===== config.mk =====
export PLATFORM = sky130hd
export DESIGN_NAME = dual_timer_pwm
export DESIGN_NICKNAME = d
export VERILOG_FILES = /design/src/rtl/dtp_pkg.sv /design/src/rtl/dtp_timer.sv /design/src/rtl/dtp_pwm_out.sv /design/src/rtl/dual_timer_pwm.sv
export SDC_FILE = /design/constraint.sdc
export NUM_CORES = 1
export LEC_CHECK = 0
export ABC_CLOCK_PERIOD_IN_PS = 3900
export BUFFER_PORTS_ARGS = -buffer_cell sky130_fd_sc_hd__buf_2
export CAP_MARGIN = 20
export CORE_UTILIZATION = 55
export DETAILED_ROUTE_END_ITERATION = 7
export PLACE_DENSITY = 0.73
export SETUP_SLACK_MARGIN = 0.3
export SLEW_MARGIN = 10
export SYNTH_ARGS = -nofsm -noshare
export SYNTH_HDL_FRONTEND = slang
export SYNTH_HIERARCHICAL = 1
export SYNTH_SLANG_ARGS = --single-unit
export TNS_END_PERCENT = 1

===== constraint.sdc =====
create_clock -name clk -period 3.9 [get_ports clk]
set_input_delay 0.78 -clock clk [delete_from_list [all_inputs] [get_ports clk]]
set_output_delay 0.78 -clock clk [all_outputs]
set_load 0.05 [all_outputs]

===== src/rtl/dtp_pkg.sv =====
package dtp_pkg;

    localparam int NUM_TMR = 2;
    localparam int CTL_W   = 12;

    localparam int BIT_MODE  = 0;
    localparam int BIT_DOWN  = 1;
    localparam int BIT_GEN   = 2;
    localparam int BIT_CAPT  = 3;
    localparam int BIT_AUTO  = 4;
    localparam int BIT_LOAD  = 5;
    localparam int BIT_IRQEN = 6;
    localparam int BIT_RUN   = 7;
    localparam int BIT_FLAG  = 8;
    localparam int BIT_PWM   = 9;
    localparam int BIT_ALL   = 10;
    localparam int BIT_CASC  = 11;

    // Stored control fields; load and start-both are strobes and are not kept.
    typedef struct packed {
        logic cascade;
        logic pwm_en;
        logic flag;
        logic run;
        logic irq_en;
        logic reload_auto;
        logic capture;
        logic gen_en;
        logic count_down;
        logic mode_sel;
    } ctl_t;

    function automatic logic [CTL_W-1:0] ctl_to_word(input ctl_t c);
        logic [CTL_W-1:0] w;
        w            = '0;
        w[BIT_MODE]  = c.mode_sel;
        w[BIT_DOWN]  = c.count_down;
        w[BIT_GEN]   = c.gen_en;
        w[BIT_CAPT]  = c.capture;
        w[BIT_AUTO]  = c.reload_auto;
        w[BIT_IRQEN] = c.irq_en;
        w[BIT_RUN]   = c.run;
        w[BIT_FLAG]  = c.flag;
        w[BIT_PWM]   = c.pwm_en;
        w[BIT_CASC]  = c.cascade;
        return w;
    endfunction

endpackage


===== src/rtl/dtp_timer.sv =====
module dtp_timer
    import dtp_pkg::*;
#(
    parameter int CNT_W = 16
) (
    input  logic             clk,
    input  logic             rst_n,
    input  logic             ctl_wr,
    input  logic             ld_wr,
    input  logic [31:0]      wr_val,
    input  logic             run_all,
    input  logic             restart,
    output logic [CTL_W-1:0] ctl_word,
    output logic [CNT_W-1:0] load_val,
    output logic [CNT_W-1:0] count_val,
    output logic             gen_pulse,
    output logic             pwm_ready
);

    localparam logic [CNT_W-1:0] CNT_MAX = '1;
    localparam logic [CNT_W-1:0] CNT_ONE = {{(CNT_W-1){1'b0}}, 1'b1};

    typedef struct packed {
        ctl_t             ctl;
        logic [CNT_W-1:0] cnt;
        logic [CNT_W-1:0] ld;
        logic             wrap;
    } tmr_state_t;

    tmr_state_t st_d, st_q;
    logic       spare_unused;

    assign spare_unused = ^wr_val;

    always_comb begin
        st_d      = st_q;
        st_d.wrap = 1'b0;

        // count path: one-shot load, then restart, then normal stepping
        if (ctl_wr && wr_val[BIT_LOAD]) begin
            st_d.cnt = st_q.ld;
        end else if (restart) begin
            st_d.cnt = st_q.ld;
        end else if (st_q.ctl.run) begin
            if (st_q.wrap) begin
                if (st_q.ctl.reload_auto) begin
                    st_d.cnt = st_q.ld;
                end else begin
                    st_d.ctl.run = 1'b0;
                end
            end else if (st_q.ctl.count_down) begin
                if (st_q.cnt == '0) begin
                    st_d.cnt  = CNT_MAX;
                    st_d.wrap = 1'b1;
                end else begin
                    st_d.cnt = st_q.cnt - CNT_ONE;
                end
            end else begin
                if (st_q.cnt == CNT_MAX) begin
                    st_d.cnt  = '0;
                    st_d.wrap = 1'b1;
                end else begin
                    st_d.cnt = st_q.cnt + CNT_ONE;
                end
            end
        end

        // control path: software write, wrap status, start-both
        if (ctl_wr) begin
            st_d.ctl.mode_sel    = wr_val[BIT_MODE];
            st_d.ctl.count_down  = wr_val[BIT_DOWN];
            st_d.ctl.gen_en      = wr_val[BIT_GEN];
            st_d.ctl.capture     = wr_val[BIT_CAPT];
            st_d.ctl.reload_auto = wr_val[BIT_AUTO];
            st_d.ctl.irq_en      = wr_val[BIT_IRQEN];
            st_d.ctl.run         = wr_val[BIT_RUN];
            st_d.ctl.flag        = st_q.ctl.flag & ~wr_val[BIT_FLAG];
            st_d.ctl.pwm_en      = wr_val[BIT_PWM];
            st_d.ctl.cascade     = wr_val[BIT_CASC];
        end
        if (st_q.wrap) begin
            st_d.ctl.flag = 1'b1;
        end
        if (run_all) begin
            st_d.ctl.run = 1'b1;
        end

        if (ld_wr) begin
            st_d.ld = wr_val[CNT_W-1:0];
        end
    end

    always_ff @(posedge clk or negedge rst_n) begin
        if (!rst_n) begin
            st_q <= '0;
        end else begin
            st_q <= st_d;
        end
    end

    assign ctl_word  = ctl_to_word(st_q.ctl);
    assign load_val  = st_q.ld;
    assign count_val = st_q.cnt;
    assign gen_pulse = st_q.wrap & st_q.ctl.gen_en;
    assign pwm_ready = st_q.ctl.count_down & st_q.ctl.gen_en &
                       st_q.ctl.reload_auto & st_q.ctl.pwm_en;

    AST_LOAD_COPY: assert property (@(posedge clk) disable iff (!rst_n)
        (ctl_wr && wr_val[BIT_LOAD]) |=> (count_val == $past(load_val)));

    AST_IDLE_HOLD: assert property (@(posedge clk) disable iff (!rst_n)
        (!ctl_word[BIT_RUN] && !ctl_wr && !restart) |=> $stable(count_val));

    AST_GEN_SINGLE: assert property (@(posedge clk) disable iff (!rst_n)
        gen_pulse |=> !gen_pulse);

    AST_WRAP_ALLONES: assert property (@(posedge clk) disable iff (!rst_n)
        (st_q.wrap && $past(ctl_word[BIT_DOWN])) |-> (count_val == CNT_MAX));

endmodule


===== src/rtl/dtp_pwm_out.sv =====
module dtp_pwm_out (
    input  logic clk,
    input  logic rst_n,
    input  logic cfg_ok,
    input  logic set_pulse,
    input  logic clr_pulse,
    output logic pwm_o
);

    typedef struct packed {
        logic level;
    } out_state_t;

    out_state_t os_d, os_q;

    always_comb begin
        os_d = os_q;
        if (!cfg_ok) begin
            os_d.level = 1'b0;
        end else if (set_pulse) begin
            os_d.level = 1'b1;
        end else if (clr_pulse) begin
            os_d.level = 1'b0;
        end
    end

    always_ff @(posedge clk or negedge rst_n) begin
        if (!rst_n) begin
            os_q <= '0;
        end else begin
            os_q <= os_d;
        end
    end

    assign pwm_o = os_q.level;

    AST_UNCFG_LOW: assert property (@(posedge clk) disable iff (!rst_n)
        !cfg_ok |=> !pwm_o);

    AST_RISE_SRC: assert property (@(posedge clk) disable iff (!rst_n)
        $rose(pwm_o) |-> $past(set_pulse));

    AST_FALL_SRC: assert property (@(posedge clk) disable iff (!rst_n)
        $fell(pwm_o) |-> $past(clr_pulse || !cfg_ok));

endmodule


===== src/rtl/dual_timer_pwm.sv =====
module dual_timer_pwm
    import dtp_pkg::*;
#(
    parameter int CNT_W = 16
) (
    input  logic        clk,
    input  logic        rst_n,
    input  logic [4:0]  bus_addr,
    input  logic        bus_wr,
    input  logic [31:0] bus_wdata,
    output logic [31:0] bus_rdata,
    output logic [1:0]  gen_o,
    output logic        pwm_o
);

    localparam logic [1:0] REG_CTL = 2'd0;
    localparam logic [1:0] REG_LD  = 2'd1;
    localparam logic [1:0] REG_CNT = 2'd2;

    logic             sel_tmr;
    logic [1:0]       sel_reg;
    logic             start_both;
    logic             cfg_ok;
    logic             addr_unused;
    logic [NUM_TMR-1:0] gen_w;
    logic [NUM_TMR-1:0] rdy_w;
    logic [NUM_TMR-1:0] restart_v;
    logic [CTL_W-1:0] ctl_w [NUM_TMR];
    logic [CNT_W-1:0] ld_w  [NUM_TMR];
    logic [CNT_W-1:0] cnt_w [NUM_TMR];

    assign sel_tmr     = bus_addr[4];
    assign sel_reg     = bus_addr[3:2];
    assign addr_unused = ^bus_addr[1:0];
    assign start_both  = bus_wr && (sel_reg == REG_CTL) && bus_wdata[BIT_ALL];
    assign cfg_ok      = &rdy_w;
    // counter 1 restarts its high phase on counter 0's strobe in PWM mode
    assign restart_v   = {cfg_ok & gen_w[0], 1'b0};

    for (genvar t = 0; t < NUM_TMR; t++) begin : g_tmr
        logic ctl_sel;
        logic ld_sel;
        assign ctl_sel = bus_wr && (sel_tmr == 1'(t)) && (sel_reg == REG_CTL);
        assign ld_sel  = bus_wr && (sel_tmr == 1'(t)) && (sel_reg == REG_LD);

        dtp_timer #(.CNT_W(CNT_W)) u_tmr (
            .clk       (clk),
            .rst_n     (rst_n),
            .ctl_wr    (ctl_sel),
            .ld_wr     (ld_sel),
            .wr_val    (bus_wdata),
            .run_all   (start_both),
            .restart   (restart_v[t]),
            .ctl_word  (ctl_w[t]),
            .load_val  (ld_w[t]),
            .count_val (cnt_w[t]),
            .gen_pulse (gen_w[t]),
            .pwm_ready (rdy_w[t])
        );
    end

    dtp_pwm_out u_out (
        .clk       (clk),
        .rst_n     (rst_n),
        .cfg_ok    (cfg_ok),
        .set_pulse (gen_w[0]),
        .clr_pulse (gen_w[1]),
        .pwm_o     (pwm_o)
    );

    always_comb begin
        bus_rdata = '0;
        case (sel_reg)
            REG_CTL: bus_rdata = 32'(ctl_w[sel_tmr]);
            REG_LD:  bus_rdata = 32'(ld_w[sel_tmr]);
            REG_CNT: bus_rdata = 32'(cnt_w[sel_tmr]);
            default: bus_rdata = '0;
        endcase
    end

    assign gen_o = gen_w;

    AST_START_BOTH: assert property (@(posedge clk) disable iff (!rst_n)
        start_both |=> (ctl_w[0][BIT_RUN] && ctl_w[1][BIT_RUN]));

    AST_RESTART_LOAD: assert property (@(posedge clk) disable iff (!rst_n)
        (restart_v[1] && !(bus_wr && sel_tmr && sel_reg == REG_CTL))
        |=> (cnt_w[1] == $past(ld_w[1])));

endmodule


==> impl_metrics.toml <==
[status]
status = "complete, no violations"

[final_layout]
nFillCells = 1164
area_delta_synth_final_pct = -3.43
fin_nets = 734
drive_gt1_frac = 0.246
stdcell_count = 864
diodes = 0

[sta]
worst_slew_pin_slew_ns = 1.07
holdWs_ns = 0.492
fin_crit_sh = 0.799
relSlewSlack = 0.288
max_freq_mhz = 321
hold_viol = 0
timing.final.crit_period_ns = 3.11
clock_skew_ns = 0.00676
fin_tns_setup_ns = 0
setup_viol = 0
slew_viol_final = 0
rsz0062_at_grt = "no"

[power]
clkPwrFrac = 0.220
leakagePower_uw = 0.00287
peakVddDrop_mv = 0.286
power.density_nw_per_um2 = 585
p_sw_frac = 0.437
seqPwrFrac = 0.424
p_switching_uw = 1780
combPwrFrac = 0.356
internal_power_uw = 2280

[critical_path]
crit_end = "bus_rdata[9]"
cp_max_fo = 18
crit_type = "in -> out"
arrival_ns = 2.33
rr_startpoint = "g_tmr[1].u_tmr/ctl_word[1]"
r2r-end = "g_tmr[1].u_tmr/count_val[8]"
startpoint = "bus_addr[3]"
end_kind = "output port"
rrSetupSlack_ns = 0.88
reg2reg_depth = 8
startpoint_type = "input port"
required_ns = 3.12

[floorplan]
dieWidth_um = 116
start_util = 0.567
ios = 75
rows = 41
die_height_um = 116
core_area_sq_um = 12700
fp.dieArea_sq_um = 13500

[logic_synthesis]
synth_top_area_frac = 0.303
synthArstFlopShare = 1.00
synth_seq_area_share = 0.303
syn_area_sq_um = 7180
netlist_instances = 757
synthTopCellsByArea = "dfrtp_1 30%, buf_4 12%, mux2_2 9.1%, mux2i_1 4.6%, o21ai_0 2.9%"
avgSynthCellArea_sq_um = 9.49
synth.top_cells.by_count = "111 x buf_4, 87 x dfrtp_1, 58 x mux2_2"
synth_flop_cell = "dfrtp_1"
ys_seq_elements = 87
synth-edff-count = 0
ys.warnings.count = 6
synth_largest_area_cell = "dfrtp_1"
yosysUniqueCellTypes = 87
post-synth-top-count-cell = "buf_4"

[routing]
drc = 0
wl_met2_um = 8590
routed_wirelength_um = 18700
postRouteAntennaNets = 0
via_per_inst = 6.54
wl_per_cell_um = 21.6
drtIter0Drc = 462
highest_layer = "met4"
vias = 5651
firstDrtPassIters = 5
routed-wl-met3_um = 1380
wl_met1_um = 8290

[global_route]
grt_pass1_vias = 5321
grt_max_degree = 72
grt_usage = 0.291
grt_pass1_wl_um = 29500
grt.overflow.total = 0
antenna_found_initial = 0

[clock_network]
root_buffer = "clkbuf_16"
clk_pin_slew_ns = 0.06
cts-htree-levels = 3
cts_buffers = 9
cts_resized = 0
cts_tree = "yes"
cts_sinks = 87
insertion_delay_ns = 0.35
postCtsSetupRepairBufs = 0
hold_buffers = 0
clockBufferDepth = 2

[job]
drv_cap = 0

[placement]
place_congestion = 0.933
port_buffers = 40
dp_cells = 849
place_hpwl_um = 13500

[worst_hold_path]
hp-class = "reg -> reg"
## cells in the final DEF (no fill, tap or decap), drive strengths merged, types with 5 or more instances in the layout
cell	count
ha	6
buf	57
o22ai	12
o211ai	7
or3	8
o221ai	18
nand4	17
conb	25
a31oi	11
and2	5
nor4	24
xor2	11
dfrtp	87
inv	16
a21oi	31
clkbuf	13
mux2	58
a2bb2oi	5
nor2	26
nand2b	7
nand2	49
nor3	22
xnor2	7
o21ai	42
mux2i	33
and3	5
nand3	14
and4	5
## power by group through the flow
stage | clock [uW] | combinational [uW] | sequential [uW]
final | 892 | 1450 | 1720
after global routing | 942 | 1570 | 1760
after CTS | 904 | 1420 | 1710
after detailed placement | 0 | 1410 | 1720
after global placement | 0 | 1380 | 1720
after floorplan | 0 | 1750 | 1380
## through the flow
step	util	instance area [sq um]	power (uW)	worst slack (ns)
after global placement	0.524	6640	3090	0.846
after CTS	0.548	6940	4040	0.800
after detailed placement	0.524	6640	3140	0.806
after global routing	0.548	6940	4280	0.719
after floorplan	-	7270	3130	1.11
final	0.548	6940	4060	0.786
## critical path, stage by stage
cell	delay [ns]
buf_2	0.13
nand2b_1	0.64
o221ai_2	0.45
buf_2	0.33
## final cells by class
class,instances,area [sq um],share of cell area
clock inverter,2,38.8,0.00559
sequential,87,2180,0.314
multi-input combinational,518,3860,0.556
tap,172,215,0.0310
timing repair buffer,57,330,0.0476
inverter,15,56.3,0.00812
clock buffer,13,260,0.0375
## worst min path at each step
stage / cells past startpoint / endpoint / startpoint / slack [ns]
2_1_floorplan: 1 / g_tmr[0].u_tmr/ctl_word[8] / g_tmr[0].u_tmr/ctl_word[8] / 0.45
3_3_place_gp: 1 / g_tmr[1].u_tmr/ctl_word[8] / g_tmr[1].u_tmr/ctl_word[8] / 0.46
3_5_place_dp: 1 / g_tmr[0].u_tmr/ctl_word[8] / g_tmr[0].u_tmr/ctl_word[8] / 0.47
4_1_cts: 1 / g_tmr[0].u_tmr/ctl_word[8] / g_tmr[0].u_tmr/ctl_word[8] / 0.49
5_1_grt: 1 / g_tmr[0].u_tmr/ctl_word[8] / g_tmr[0].u_tmr/ctl_word[8] / 0.51
6_report: 1 / g_tmr[0].u_tmr/ctl_word[8] / g_tmr[0].u_tmr/ctl_word[8] / 0.49
## routing by layer
metal,global-route usage,vias to the layer above
li1,-,2563
met4,0.107,0
met3,0.0426,39
met1,0.411,2776
met2,0.453,273
met5,0,-
## registers in the layout, summed over array words and instances, names as in the netlist
name / cells
g_tmr.u_tmr/load_val: 32
g_tmr.u_tmr/ctl_word: 20
g_tmr.u_tmr/count_val: 32
u_out/pwm_o: 1
g_tmr.u_tmr/st_q: 2
## kinds of logic after synthesis
| kind of cell | share of synthesized area |
|---|---|
| buffers and inverters | 0.173 |
| xor gates and xnor gates | 0.0219 |
| muxes | 0.137 |
| AOI/OAI and AO/OA | 0.182 |
| other | 0.00157 |
| adders and majority gates | 0.0104 |
| and+or+nand+nor | 0.171 |
| DFF | 0.303 |
Power figures use the tool's default switching activity.
